## src/rtl/dsadc_pkg.sv

```systemverilog
package dsadc_pkg;

    typedef enum logic [1:0] {
        ST_IDLE    = 2'd0,
        ST_RUNUP   = 2'd1,
        ST_GAP     = 2'd2,
        ST_RUNDOWN = 2'd3
    } dsadc_state_e;

endpackage

```

## src/rtl/dsadc_counter.sv

```systemverilog
module dsadc_counter #(
    parameter int W = 8
) (
    input  logic         clk_i,
    input  logic         rst_ni,
    input  logic         clr_i,
    input  logic         inc_i,
    output logic [W-1:0] cnt_o,
    output logic         full_o
);

    typedef struct packed {
        logic [W-1:0] cnt;
    } cnt_regs_t;

    cnt_regs_t r_d, r_q;

    always_comb begin
        r_d = r_q;
        if (clr_i) begin
            r_d.cnt = '0;
        end else if (inc_i) begin
            r_d.cnt = r_q.cnt + 1'b1;
        end
    end

    always_ff @(posedge clk_i or negedge rst_ni) begin
        if (!rst_ni) begin
            r_q <= '0;
        end else begin
            r_q <= r_d;
        end
    end

    assign cnt_o  = r_q.cnt;
    assign full_o = &r_q.cnt;

endmodule

```

## src/rtl/dsadc_ctrl.sv

```systemverilog
module dsadc_ctrl
    import dsadc_pkg::*;
(
    input  logic         clk_i,
    input  logic         rst_ni,
    input  logic         start_i,
    input  logic         cmp_pos_i,
    input  logic         full_i,
    output logic         cnt_clr_o,
    output logic         cnt_inc_o,
    output logic         finish_o,
    output logic         over_o,
    output logic         sel_in_o,
    output logic         sel_ref_o,
    output logic         dump_o
);

    typedef struct packed {
        dsadc_state_e state;
        logic         sel_in;
        logic         sel_ref;
        logic         dump;
    } ctrl_regs_t;

    ctrl_regs_t r_d, r_q;

    always_comb begin
        r_d       = r_q;
        cnt_clr_o = 1'b0;
        cnt_inc_o = 1'b0;
        finish_o  = 1'b0;
        over_o    = 1'b0;
        unique case (r_q.state)
            ST_IDLE: begin
                cnt_clr_o = 1'b1;
                if (start_i) begin
                    r_d.state = ST_RUNUP;
                end
            end
            ST_RUNUP: begin
                if (full_i) begin
                    cnt_clr_o = 1'b1;
                    r_d.state = ST_GAP;
                end else begin
                    cnt_inc_o = 1'b1;
                end
            end
            ST_GAP: begin
                cnt_clr_o = 1'b1;
                r_d.state = ST_RUNDOWN;
            end
            ST_RUNDOWN: begin
                if (!cmp_pos_i) begin
                    finish_o  = 1'b1;
                    cnt_clr_o = 1'b1;
                    r_d.state = ST_IDLE;
                end else if (full_i) begin
                    finish_o  = 1'b1;
                    over_o    = 1'b1;
                    cnt_clr_o = 1'b1;
                    r_d.state = ST_IDLE;
                end else begin
                    cnt_inc_o = 1'b1;
                end
            end
            default: begin
                r_d.state = ST_IDLE;
            end
        endcase
        r_d.sel_in  = (r_d.state == ST_RUNUP);
        r_d.sel_ref = (r_d.state == ST_RUNDOWN);
        r_d.dump    = (r_d.state == ST_IDLE);
    end

    always_ff @(posedge clk_i or negedge rst_ni) begin
        if (!rst_ni) begin
            r_q.state   <= ST_IDLE;
            r_q.sel_in  <= 1'b0;
            r_q.sel_ref <= 1'b0;
            r_q.dump    <= 1'b1;
        end else begin
            r_q <= r_d;
        end
    end

    assign sel_in_o  = r_q.sel_in;
    assign sel_ref_o = r_q.sel_ref;
    assign dump_o    = r_q.dump;

    p_sel_excl_r4: assert property (@(posedge clk_i) disable iff (!rst_ni)
        !(sel_in_o && sel_ref_o));

    p_dump_quiet_r4: assert property (@(posedge clk_i) disable iff (!rst_ni)
        dump_o |-> (!sel_in_o && !sel_ref_o));

    p_runup_hold_r2: assert property (@(posedge clk_i) disable iff (!rst_ni)
        (r_q.state == ST_RUNUP && !full_i) |=> sel_in_o);

    p_gap_after_in_r3: assert property (@(posedge clk_i) disable iff (!rst_ni)
        $fell(sel_in_o) |-> (!sel_ref_o && !dump_o));

    p_ref_after_gap_r3: assert property (@(posedge clk_i) disable iff (!rst_ni)
        $rose(sel_ref_o) |-> $past(r_q.state == ST_GAP));

    p_start_only_idle_r8: assert property (@(posedge clk_i) disable iff (!rst_ni)
        $rose(sel_in_o) |-> $past(dump_o && start_i));

    p_dump_holds_r10: assert property (@(posedge clk_i) disable iff (!rst_ni)
        (dump_o && !start_i) |=> dump_o);

endmodule

```

## src/rtl/dsadc_capture.sv

```systemverilog
module dsadc_capture #(
    parameter int W = 8
) (
    input  logic         clk_i,
    input  logic         rst_ni,
    input  logic         finish_i,
    input  logic         over_i,
    input  logic [W-1:0] cnt_i,
    output logic [W-1:0] result_o,
    output logic         ovr_o,
    output logic         done_o
);

    typedef struct packed {
        logic [W-1:0] result;
        logic         ovr;
        logic         done;
    } cap_regs_t;

    cap_regs_t r_d, r_q;

    always_comb begin
        r_d      = r_q;
        r_d.done = finish_i;
        if (finish_i) begin
            r_d.ovr    = over_i;
            r_d.result = over_i ? {W{1'b1}} : cnt_i;
        end
    end

    always_ff @(posedge clk_i or negedge rst_ni) begin
        if (!rst_ni) begin
            r_q <= '0;
        end else begin
            r_q <= r_d;
        end
    end

    assign result_o = r_q.result;
    assign ovr_o    = r_q.ovr;
    assign done_o   = r_q.done;

    p_done_pulse_r6: assert property (@(posedge clk_i) disable iff (!rst_ni)
        done_o |=> !done_o);

    p_ovr_sat_r7: assert property (@(posedge clk_i) disable iff (!rst_ni)
        ovr_o |-> (&result_o));

    p_code_hold_r9: assert property (@(posedge clk_i) disable iff (!rst_ni)
        !done_o |-> ($stable(result_o) && $stable(ovr_o)));

endmodule

```

## src/rtl/dsadc_seq.sv

```systemverilog
module dsadc_seq #(
    parameter int RES_BITS = 8
) (
    input  logic                clk_i,
    input  logic                rst_ni,
    input  logic                start_i,
    input  logic                cmp_pos_i,
    output logic                sel_in_o,
    output logic                sel_ref_o,
    output logic                dump_o,
    output logic [RES_BITS-1:0] result_o,
    output logic                done_o,
    output logic                ovr_o
);

    logic                cnt_clr;
    logic                cnt_inc;
    logic                cnt_full;
    logic [RES_BITS-1:0] cnt;
    logic                finish;
    logic                over;

    dsadc_counter #(.W(RES_BITS)) u_cnt (
        .clk_i  (clk_i),
        .rst_ni (rst_ni),
        .clr_i  (cnt_clr),
        .inc_i  (cnt_inc),
        .cnt_o  (cnt),
        .full_o (cnt_full)
    );

    dsadc_ctrl u_ctrl (
        .clk_i     (clk_i),
        .rst_ni    (rst_ni),
        .start_i   (start_i),
        .cmp_pos_i (cmp_pos_i),
        .full_i    (cnt_full),
        .cnt_clr_o (cnt_clr),
        .cnt_inc_o (cnt_inc),
        .finish_o  (finish),
        .over_o    (over),
        .sel_in_o  (sel_in_o),
        .sel_ref_o (sel_ref_o),
        .dump_o    (dump_o)
    );

    dsadc_capture #(.W(RES_BITS)) u_cap (
        .clk_i    (clk_i),
        .rst_ni   (rst_ni),
        .finish_i (finish),
        .over_i   (over),
        .cnt_i    (cnt),
        .result_o (result_o),
        .ovr_o    (ovr_o),
        .done_o   (done_o)
    );

    p_finish_in_ref_r5: assert property (@(posedge clk_i) disable iff (!rst_ni)
        $rose(done_o) |-> $past(sel_ref_o));

    p_end_dumps_r6: assert property (@(posedge clk_i) disable iff (!rst_ni)
        done_o |-> (dump_o && !sel_ref_o));

endmodule

```

## config.mk

```make
export PLATFORM = sky130hd
export DESIGN_NAME = dsadc_seq
export DESIGN_NICKNAME = d
export VERILOG_FILES = /design/src/rtl/dsadc_pkg.sv /design/src/rtl/dsadc_counter.sv /design/src/rtl/dsadc_ctrl.sv /design/src/rtl/dsadc_capture.sv /design/src/rtl/dsadc_seq.sv
export SDC_FILE = /design/constraint.sdc
export NUM_CORES = 1
export LEC_CHECK = 0
export BUFFER_PORTS_ARGS = -buffer_cell sky130_fd_sc_hd__buf_2
export CAP_MARGIN = 10
export CELL_PAD_IN_SITES_DETAIL_PLACEMENT = 1
export CELL_PAD_IN_SITES_GLOBAL_PLACEMENT = 1
export CORE_ASPECT_RATIO = 1.4
export CORE_MARGIN = 2
export CORE_UTILIZATION = 44
export CTS_BUF_LIST = sky130_fd_sc_hd__clkbuf_4 sky130_fd_sc_hd__clkbuf_8
export DETAILED_ROUTE_END_ITERATION = 12
export PLACE_DENSITY = 0.78
export SYNTH_ARGS = -nofsm -noshare
export SYNTH_HDL_FRONTEND = slang
export SYNTH_HIERARCHICAL = 1
export SYNTH_SLANG_ARGS = --single-unit
```

## constraint.sdc

```tcl
create_clock -name clk_i -period 2.4 [get_ports clk_i]
set_clock_uncertainty 0.1 [all_clocks]
set_input_delay 0.48 -clock clk_i [delete_from_list [all_inputs] [get_ports clk_i]]
set_output_delay 0.48 -clock clk_i [all_outputs]
set_load 0.02 [all_outputs]
```

# == After elaboration in Yosys (flattened, before gate mapping) ==
# Cells that the tools add are included.
# op_classes
add_sub_neg,1
n_eq_ne,5
mux,17
n_reduce_logical,5
# ops
cell,n
two-way mux 8 bit,3
"adder 8 x 1 -> 8 bit, second input constant",1
two-way mux 2 bit,4
case mux 2 bit (4 select lines),1
AND reduction 8 bit,1
two-way mux 1 bit,7
"== test 2 bit, second input constant",3
"== test 2 x 1 -> 1 bit, second input constant",2
logical NOT 2 bit,2
case mux 1 bit (3 select lines),1
case mux 1 bit (2 select lines),1
nonzero test 2 bit,1
OR reduction 2 bit,1
# totals
ff_bits,23
output_inout_bits,13
elab_cells,36

# == Longest topological paths before layout ==
# Gate-level depths: netlist of run 1.
# logic_depth
word_depth,6
depth_mapped,9

# == By module ==
# Netlist of run 1, hierarchy kept.
# by_module_without_submodules
module,n_inst,cells_each,area_per_inst_um2,seq_area_each_um2
dsadc_capture,1,38,414.1,250.2
dsadc_counter,1,39,396.6,200.2
dsadc_ctrl,1,24,234.0,126.4

# == Worst setup path before layout of run 1 ==
# No wires, ideal clock.
# synth_timing
path_type,flip-flop to flip-flop
startpoint,"register u_cnt.r_q, in the netlist u_cnt/cnt_o[0]"
endpoint,"register u_cnt.r_q, in the netlist u_cnt/cnt_o[5]"
setup_time_ps,78
t_arrival_ps,1777
required_time_ps,2222
setup_slack_ps,445
path_stages_with_launch,10
path_buffers,1
synth_period_minus_slack_ps,1955
cell_sequence,dfrtp_1 ha_1 nand3_1 nor2_1 nand2b_1 nor2_1 buf_4 nand4_4 or3_1 a21oi_1
# synth_between
elab_chain_cells,5
elab_cells_between_ends,11
# synth_rtl
item,line_no,source
from (decl),dsadc_counter.sv:16,"cnt_regs_t r_d, r_q;"
from (signal assigned),dsadc_counter.sv:31,r_q <= r_d;
AND reduction 8 bit *,dsadc_counter.sv:36,assign full_o = &r_q.cnt;
named net cnt_full,dsadc_seq.sv:18,logic cnt_full;
two-way mux 1 bit *,"dsadc_ctrl.sv:41, dsadc_ctrl.sv:57",
two-way mux 1 bit,dsadc_ctrl.sv:53,if (!cmp_pos_i) begin
case mux 1 bit (2 select lines) *,dsadc_ctrl.sv:33,unique case (r_q.state)
named net cnt_inc,dsadc_seq.sv:17,logic cnt_inc;
nonzero test 2 bit (no line) *,n/a,
# Mark *: on every way through the listed nets, which the timed path passes. The rest lies on a longest branch. The select of a mux whose other input is x is not followed.
# A chain may end at the register's enable or synchronous reset.

# == Worst setup path after layout of run 1 ==
# Same ends and word-level chain as after synthesis.

==> metrics.txt, run 1 <==
Die Y=61.7 µm; internal power=0.000757 W; Comb power frac=38.1%; fin nets=125; Post-DRT Antenna Nets=0; share of layout cells above drive strength 1=26.9%; min cycle time layout=2.14 ns; starting density of the core=47.4%; LEAKAGE=0.537 nW; Placed Area=1130 µm²; Slew @ Worst Pin=0.498 ns; final hold violations=0; Critical Path Slowest Stage Cell=dfrtp_1; Synth top area share=52.7%; Psw=0.000522 W; first-pass GRT wire length=3230 µm; Critical Path AT=2.28 ns; Design Power=0.00128 W; TritonRoute pass-1 iters=4; port bufs=16; Critical Path Fanout Max=5; Die X=45.2 µm; CTS clk-pin slew, worst paths=0.12 ns; VDD IR max=0.608 mV; critical-path cell list=ha_1 -> nand3_1 -> nor2_1 -> nand2b_1 -> nor2_2 -> nand4_4 -> or3_1 -> a21oi_1; design area=1160 µm²; Avg Vias per Cell=5.36; final core occ=52.6%; Detailed Place HPWL=1460 µm; clk_lat worst skew=0.30 ns; status=finished clean; initial antenna violation count=0; crit path launch type=register; Flop pwr share=48.3%; CTS tree=done; Hold WC Path Type=in -> async; CTS max path bufs=2; Netlist cell types=30; Final GP Congestion=0.816; CP peak stage delay=0.47 ns; register area share after synthesis=55.2%; clock root cell=clkbuf_4; site row count=20; cell family with most CP delay=simple AND/OR/NAND/NOR gates; most frequent cells in the layout=nor2_1, dfrtp_1, buf_2, a21oi_1; DR WL/cell=13.9 µm; Power Density=1110 nW/µm²; Ys Warns=6; Synth Instances=101; Avg Cell Area, Syn=10.3 µm²; setup tns final=0 ns; slew margin rel.=66.8%; dominant cell type by area after synthesis=dfrtp_1; hold_buf cts=0; number of global-route vias before repair=719; # setup viols final=0; fmax=467 MHz; buffers plus inverters on the worst setup path=0; Core ar.=2200 µm²; htree depth=1; max-cap viol count=0; GRT overflow=0; antenna cell count=0; Layout area overhead=10.8%; WL final=1960 µm; final max-slew violation count=0; total clock sinks=23; CP endpoint kind=register; CTS Buf Count=3; Crit path required time=2.54 ns; total die area=2790 µm²; switch share=40.8%; crit path kind=reg -> reg; Final Cycle Share=89.3%; DR iter-0 viols=19; largest net degree at the start of global routing=24; GRT Util Overall=16.2%; Clock power frac=13.6%; mapped cell area=1040 µm²; largest cells by area after synthesis=dfrtp_1, nor2_1, a21oi_1; total number of vias=756; DRC=0; RSZ-0062 raised after global routing=false; #FFs+latches synth=23; I/O Pins=17; Synth Net Count=106
## power groups by stage
stage	sequential, W	combinational (W)	clock [W]
global route	0.000637	0.000550	0.000198
finish	0.000617	0.000487	0.000174
CTS	0.000620	0.000493	0.000189
global placement	0.000619	0.000480	0
floorplan	0.000723	0.000246	0
detailed placement	0.000628	0.000491	0
## metal layers
layer | global-route usage (%) | wire, µm | up-vias
met1 | 20.1 | 895 | 364
met5 | 0 | 0 | -
met3 | 2.64 | 52 | 2
li1 | - | - | 376
met2 | 27.1 | 1010 | 14
met4 | 7.56 | 5 | 0
## path summary, 6_finish.rpt
check / slack, ns / from / end / cells past startpoint
setup reg to reg: 0.26 / u_cnt/cnt_o[0]$_DFFE_PN0P_ / u_cnt/cnt_o[5]$_DFFE_PN0P_ / 8
hold / removal: 0.02 / rst_ni / u_cnt/cnt_o[5]$_DFFE_PN0P_ / 1
max in group asynchronous: 1.83 / rst_ni / u_ctrl/dump_o$_DFF_PN1_ / 1
hold reg to reg: 0.42 / u_cap/ovr_o$_DFFE_PN0P_ / u_cap/ovr_o$_DFFE_PN0P_ / 1
setup / recovery: 0.26 / u_cnt/cnt_o[0]$_DFFE_PN0P_ / u_cnt/cnt_o[5]$_DFFE_PN0P_ / 8
min in group clk_i: 0.32 / start_i / u_ctrl/dump_o$_DFF_PN1_ / 3
## Yosys cell counts
master	count
o21bai_1	1
nand4_1	2
nor2b_1	2
o21ai_1	1
dfrtp_1	22
xor2_1	3
buf_1	1
nand4_4	1
nand3_1	3
a21boi_0	1
a21oi_2	2
a31oi_1	1
buf_4	1
a21oi_1	11
clkbuf_2	1
dfstp_2	1
or2_1	1
nor2_2	2
nand2_1	4
xnor2_1	1
buf_12	1
o21ai_0	3
nor2_1	23
or3_1	4
mux2i_1	1
nand2b_1	3
o21ai_2	1
ha_1	1
buf_6	1
mux2_4	1
## repair_timing
action | CTS | global route
setup endpoints to repair | 0 | 2
gates resized for setup | 0 | 1
endpoints found under the hold margin | 0 | 0
buffers inserted | 0 | 0
## worst register-to-register path: cells and delay by family (launching register included)
kind,cells,cell delay [ns]
AO/OA/AOI/OAI,1,0.16
flip-flops,1,0.47
adder cells (fa/ha/maj),1,0.27
AND/OR/NAND/NOR,6,1.08
## cell type report
cell class,instances,area [µm²]
Clock buffer,3,22.5
Clock inverter,1,5.00
Fill cell,275,1040
Multi-Input combinational cell,73,423
Sequential cell,23,577
Tap cell,22,27.5
Timing Repair Buffer,19,103
## stage by stage
| stage | hold WS (ns) | cells | setup slack [ns] |
|---|---|---|---|
| after detailed placement | 0.376 | 137 | 0.207 |
| final | 0.0205 | 141 | 0.258 |
| after global routing | 0.0317 | 141 | 0.0606 |
| after floorplan | 0.0844 | 101 | 0.445 |
| after global placement | 0.373 | 137 | 0.336 |
| after CTS | 0.0197 | 141 | 0.180 |
## flip-flops by register name, indices dropped and copies added, names as in the netlist
register	count
u_ctrl/sel_in_o	1
u_ctrl/sel_ref_o	1
u_cap/done_o	1
u_cnt/cnt_o	8
u_ctrl/r_q	2
u_cap/ovr_o	1
u_cap/result_o	8
u_ctrl/dump_o	1
## kinds of logic (layout without fill, tap and decap cells)
kind of cell             after synthesis  count (layout)  share of synthesized area [%]
flip-flops                            23              23                           55.2
buffers and inverters                  5              23                           4.55
AO/OA/AOI/OAI                         21              21                           11.7
AND/OR/NAND/NOR                       45              45                           21.6
XOR/XNOR                               4               4                           3.35
multiplexers                           2               2                           2.39
adder cells (fa/ha/maj)                1               1                           1.20
No activity file was read; power rests on OpenSTA's default activity.
==> run 2: changes to the inputs <==
--- a/config.mk
+++ b/config.mk
@@ -9,7 +9,7 @@
 export CAP_MARGIN = 10
 export CELL_PAD_IN_SITES_DETAIL_PLACEMENT = 1
 export CELL_PAD_IN_SITES_GLOBAL_PLACEMENT = 1
-export CORE_ASPECT_RATIO = 1.4
+export CORE_ASPECT_RATIO = 1.1
 export CORE_MARGIN = 2
 export CORE_UTILIZATION = 44
 export CTS_BUF_LIST = sky130_fd_sc_hd__clkbuf_4 sky130_fd_sc_hd__clkbuf_8
==> run 2 against run 1 <==
Effect of this change:
- critical path type unchanged
- die area decreased by 0.18%
- largest power group unchanged
- register-to-register slack worse by 0.097 ns
- routed wire length up 8.5%
==> metrics.txt, run 2 (same netlist as run 1, synthesis figures left out) <==
status=finished clean; total number of vias=804; fmax=447 MHz; total die area=2780 µm²; Placed Area=1140 µm²; Clock power frac=13.8%; fin nets=125; final max-slew violation count=0; total clock sinks=23; WL final=2130 µm; Worst R2R Path Depth=8; clk_lat worst skew=0.31 ns; DR WL/cell=14.3 µm; switch share=41.2%; VDD IR max=0.495 mV; I/O Pins=17; setup tns final=0 ns; critical-path cell list=ha_1 -> nand3_1 -> nor2_1 -> nand2b_1 -> nor2_2 -> nand4_4 -> or3_1 -> a21oi_1; GRT overflow=0; Critical Path Slowest Stage Cell=dfrtp_1; DRC=0; FF-to-FF Start=u_cnt/cnt_o[0]$_DFFE_PN0P_; most frequent cells in the layout=nor2_1, dfrtp_1, buf_2, a21oi_1; crit path kind=reg -> reg; Die X=50.5 µm; CP peak stage delay=0.47 ns; Core ar.=2250 µm²; Flop pwr share=48.2%; Hold WC Path Type=in -> async; met3 Usage GRT=2.42%; site row count=18; Layout area overhead=11.7%; GRT met2 Usage=31.6%; Final GP Congestion=0.750; Slew @ Worst Pin=0.496 ns; final setup margin=0.161 ns; postcts setup bufs=0; initial antenna violation count=0; starting density of the core=46.4%; internal reg-to-reg setup slack=0.16 ns; largest net degree at the start of global routing=24; number of global-route vias before repair=782; Detailed Place HPWL=1540 µm; Crit path required time=2.54 ns; Critical Path Fanout Max=5; share of layout cells above drive strength 1=26.9%; antenna cell count=0; # setup viols final=0; Comb power frac=38.1%; RSZ-0062 raised after global routing=false; design area=1170 µm²; GRT busiest layer=met2; slew margin rel.=66.9%; LEAKAGE=0.537 nW; first-pass GRT wire length=3500 µm; Avg Vias per Cell=5.40; DP Worst Slack=0.147 ns; Final Cycle Share=93.3%; global routing usage on met1=19.9%; Critical Path AT=2.38 ns; internal power=0.000758 W; fillers=267; CTS Buf Count=3; CP endpoint kind=register; DP Cell Count=145; Power Density=1110 nW/µm²; Psw=0.000532 W; DR iter-0 viols=12; final hold violations=0; min cycle time layout=2.24 ns; Post-DRT Antenna Nets=0; CTS tree=done; CTS clk-pin slew, worst paths=0.13 ns; RR Endpoint=u_cnt/cnt_o[5]$_DFFE_PN0P_; Die Y=55.1 µm; hold_ws=0.00991 ns; fin cells=149; htree depth=1; max-cap viol count=0; crit path launch type=register; port bufs=16; TritonRoute pass-1 iters=4; clock root cell=clkbuf_4; GRT Util Overall=17.3%; CTS max path bufs=2
run 2: cell counts in the layout (fill, tap and decap cells not counted):
No cell type changed its count.
run 2: per-layer routing:
layer	share of wire (%)	vias up
met5	0	-
met4	1.6	0
met3	2.7	4
met2	51	18
met1	44	403
li1	-	379
run 2: cell type report:
type,count,area (µm²),area share [%]
well taps,30,37.5,3.22
flip-flops and latches,23,577,49.4
clock inverters,1,5.00,0.429
multi-input cells,73,423,36.2
clock buffers,3,22.5,1.93
repair buffers,19,103,8.79
run 2: power by group through the flow:
stage | registers [W] | logic (W) | clock network (W)
2_1_floorplan | 0.000723 | 0.000246 | 0
3_3_place_gp | 0.000617 | 0.000480 | 0
3_5_place_dp | 0.000632 | 0.000493 | 0
4_1_cts | 0.000624 | 0.000496 | 0.000186
5_1_grt | 0.000640 | 0.000547 | 0.000198
6_report | 0.000621 | 0.000491 | 0.000178
run 2: worst max-delay path by stage:
| stage | from | cells after the start | end |
|---|---|---|---|
| finish | u_cnt/cnt_o[0]$_DFFE_PN0P_ | 8 | u_cnt/cnt_o[5]$_DFFE_PN0P_ |
| global route | u_cnt/cnt_o[0]$_DFFE_PN0P_ | 8 | u_cnt/cnt_o[5]$_DFFE_PN0P_ |
| CTS | u_cnt/cnt_o[0]$_DFFE_PN0P_ | 8 | u_cnt/cnt_o[5]$_DFFE_PN0P_ |
| detailed placement | u_cnt/cnt_o[0]$_DFFE_PN0P_ | 8 | u_cnt/cnt_o[5]$_DFFE_PN0P_ |
| global placement | u_cnt/cnt_o[0]$_DFFE_PN0P_ | 8 | u_cnt/cnt_o[5]$_DFFE_PN0P_ |
| floorplan | u_cnt/cnt_o[0]$_DFFE_PN0P_ | 9 | u_cnt/cnt_o[5]$_DFFE_PN0P_ |
run 2: critical path: cells and delay by family (launching register included):
family / cells / cell delay (ns)
compound gates: 1 / 0.18
fa+ha+maj: 1 / 0.28
flops: 1 / 0.47
simple gates: 6 / 1.13
run 2: through the flow:
stage | utilization, % | total power, W
6_report | 51.8 | 0.00129
5_1_grt | 51.8 | 0.00139
3_5_place_dp | 50.5 | 0.00113
3_3_place_gp | 50.5 | 0.00110
4_1_cts | 51.7 | 0.00131
2_1_floorplan | - | 0.000968
run 2: timing repair:
item                       4_1_cts  5_1_grt
hold buffers                     0        0
gates resized for setup          0        1
setup endpoints to repair        0        1
==> run 3: changes to the inputs <==
--- a/config.mk
+++ b/config.mk
@@ -11,10 +11,11 @@
 export CELL_PAD_IN_SITES_GLOBAL_PLACEMENT = 1
 export CORE_ASPECT_RATIO = 1.1
 export CORE_MARGIN = 2
-export CORE_UTILIZATION = 44
+export CORE_UTILIZATION = 48
 export CTS_BUF_LIST = sky130_fd_sc_hd__clkbuf_4 sky130_fd_sc_hd__clkbuf_8
 export DETAILED_ROUTE_END_ITERATION = 12
-export PLACE_DENSITY = 0.78
+export PLACE_DENSITY = 0.84
+export REMOVE_ABC_BUFFERS = 1
 export SYNTH_ARGS = -nofsm -noshare
 export SYNTH_HDL_FRONTEND = slang
 export SYNTH_HIERARCHICAL = 1
==> constraint.sdc (replaced) <==
create_clock -name clk_i -period 2.6 [get_ports clk_i]
set_clock_uncertainty 0.1 [all_clocks]
set_input_delay 0.52 -clock clk_i [delete_from_list [all_inputs] [get_ports clk_i]]
set_output_delay 0.52 -clock clk_i [all_outputs]
set_load 0.02 [all_outputs]
==> run 3 against run 2 <==
Effect of this change:
- worst setup slack improved by 0.11 ns
- sequential power fell by 8.4%
- routed wire length rose by 1.1%
- clock power fell by 2%
- largest power group unchanged
==> metrics.txt, run 3 (same netlist as run 1, synthesis figures left out) <==
GRT busiest layer=met2; Post-DRT Antenna Nets=0; total number of vias=783; antenna cell count=0; RSZ-0062 raised after global routing=false; slew margin rel.=63.5%; fmax=429 MHz; most frequent cells in the layout=nor2_1, dfrtp_1, buf_2, a21oi_1; status=finished clean; Critical Path AT=2.47 ns; min cycle time layout=2.33 ns; TritonRoute pass-1 iters=4; Hold WC Path Type=in -> async; number of global-route vias before repair=796; site row count=17; Die Y=52.9 µm; Final Cycle Share=89.6%; I/O Pins=17; crit path launch type=register; final max-slew violation count=0; Crit path required time=2.74 ns; GRT Util Overall=19.4%; Die X=48.5 µm; crit path kind=reg -> reg; WL final=2150 µm; setup tns final=0 ns; Design Power=0.00120 W; initial antenna violation count=0; starting density of the core=51.2%; Slew @ Worst Pin=0.545 ns; CTS max path bufs=2; CTS clk-pin slew, worst paths=0.12 ns; # resized after CTS=0; htree depth=1; Power Density=1040 nW/µm²; DR WL/cell=14.7 µm; VDD IR max=0.557 mV; final core occ=56.8%; Layout area overhead=11.0%; first-pass GRT wire length=3660 µm; hold_buf cts=0; GRT overflow=0; fin nets=124; largest net degree at the start of global routing=24; max-cap viol count=0; # setup viols final=0; postcts setup bufs=0; total die area=2570 µm²; clock root cell=clkbuf_4; clk_lat worst skew=0.31 ns; LEAKAGE=0.533 nW; global routing usage on met1=23.1%; GRT met2 Usage=34.7%; DR iter-0 viols=4; port bufs=16; Avg Vias per Cell=5.36; total clock sinks=23; Critical Path Fanout Max=6; met3 Usage GRT=1.69%; final hold violations=0; DRC=0; Detailed Place HPWL=1580 µm; CTS Buf Count=3; Final GP Congestion=0.783; CP endpoint kind=register; share of layout cells above drive strength 1=26.3%; CTS tree=done; Core ar.=2040 µm²
-- run 3: worst paths after layout --
kind	end	startpoint	slack (ns)	depth (start not counted)
max	u_cnt/cnt_o[5]$_DFFE_PN0P_	u_cnt/cnt_o[0]$_DFFE_PN0P_	0.27	8
min	u_cap/result_o[7]$_DFFE_PN0P_	rst_ni	0.05	1
max reg2reg	u_cnt/cnt_o[5]$_DFFE_PN0P_	u_cnt/cnt_o[0]$_DFFE_PN0P_	0.27	8
min reg2reg	u_cap/result_o[2]$_DFFE_PN0P_	u_cap/result_o[2]$_DFFE_PN0P_	0.43	2
max in group asynchronous	u_ctrl/dump_o$_DFF_PN1_	rst_ni	1.99	1
min in group clk_i	u_ctrl/dump_o$_DFF_PN1_	start_i	0.36	3
-- run 3: layer usage --
metal | routed length [µm] | up-vias
met4 | 74 | 0
met5 | 0 | -
li1 | - | 377
met3 | 65 | 8
met2 | 1050 | 17
met1 | 964 | 381
-- run 3: area by class of cell --
type | instances | area [µm²]
Tap cell | 28 | 35.0
Timing Repair Buffer | 18 | 95.1
Fill cell | 254 | 882
Clock buffer | 4 | 30.0
Sequential cell | 23 | 577
Multi-Input combinational cell | 73 | 423
-- run 3: power breakdown --
| part | internal [W] | switching (W) | leakage (nW) |
|---|---|---|---|
| Sequential | 0.000473 | 0.0000954 | 0.288 |
| Clock | 0.0000704 | 0.000103 | 0.0184 |
| Combinational | 0.000163 | 0.000296 | 0.226 |
-- run 3: stage by stage --
stage	instances	instance area [µm²]	worst slack, ns	hold WS, ns
floorplan	96	997	0.301	0.124
global placement	142	1130	0.337	0.394
detailed placement	142	1130	0.206	0.409
CTS	146	1160	0.138	0.0638
global route	146	1160	0.114	0.0777
finish	146	1160	0.269	0.0516
-- run 3: critical path, cell delays in order (launching register included) --
cell and delay (ns):
dfrtp_1 0.47, ha_1 0.28, nand3_1 0.11, nor2_1 0.09, nand2b_1 0.22, nor2_2 0.32
nand4_4 0.18, or3_1 0.33, a21oi_1 0.16
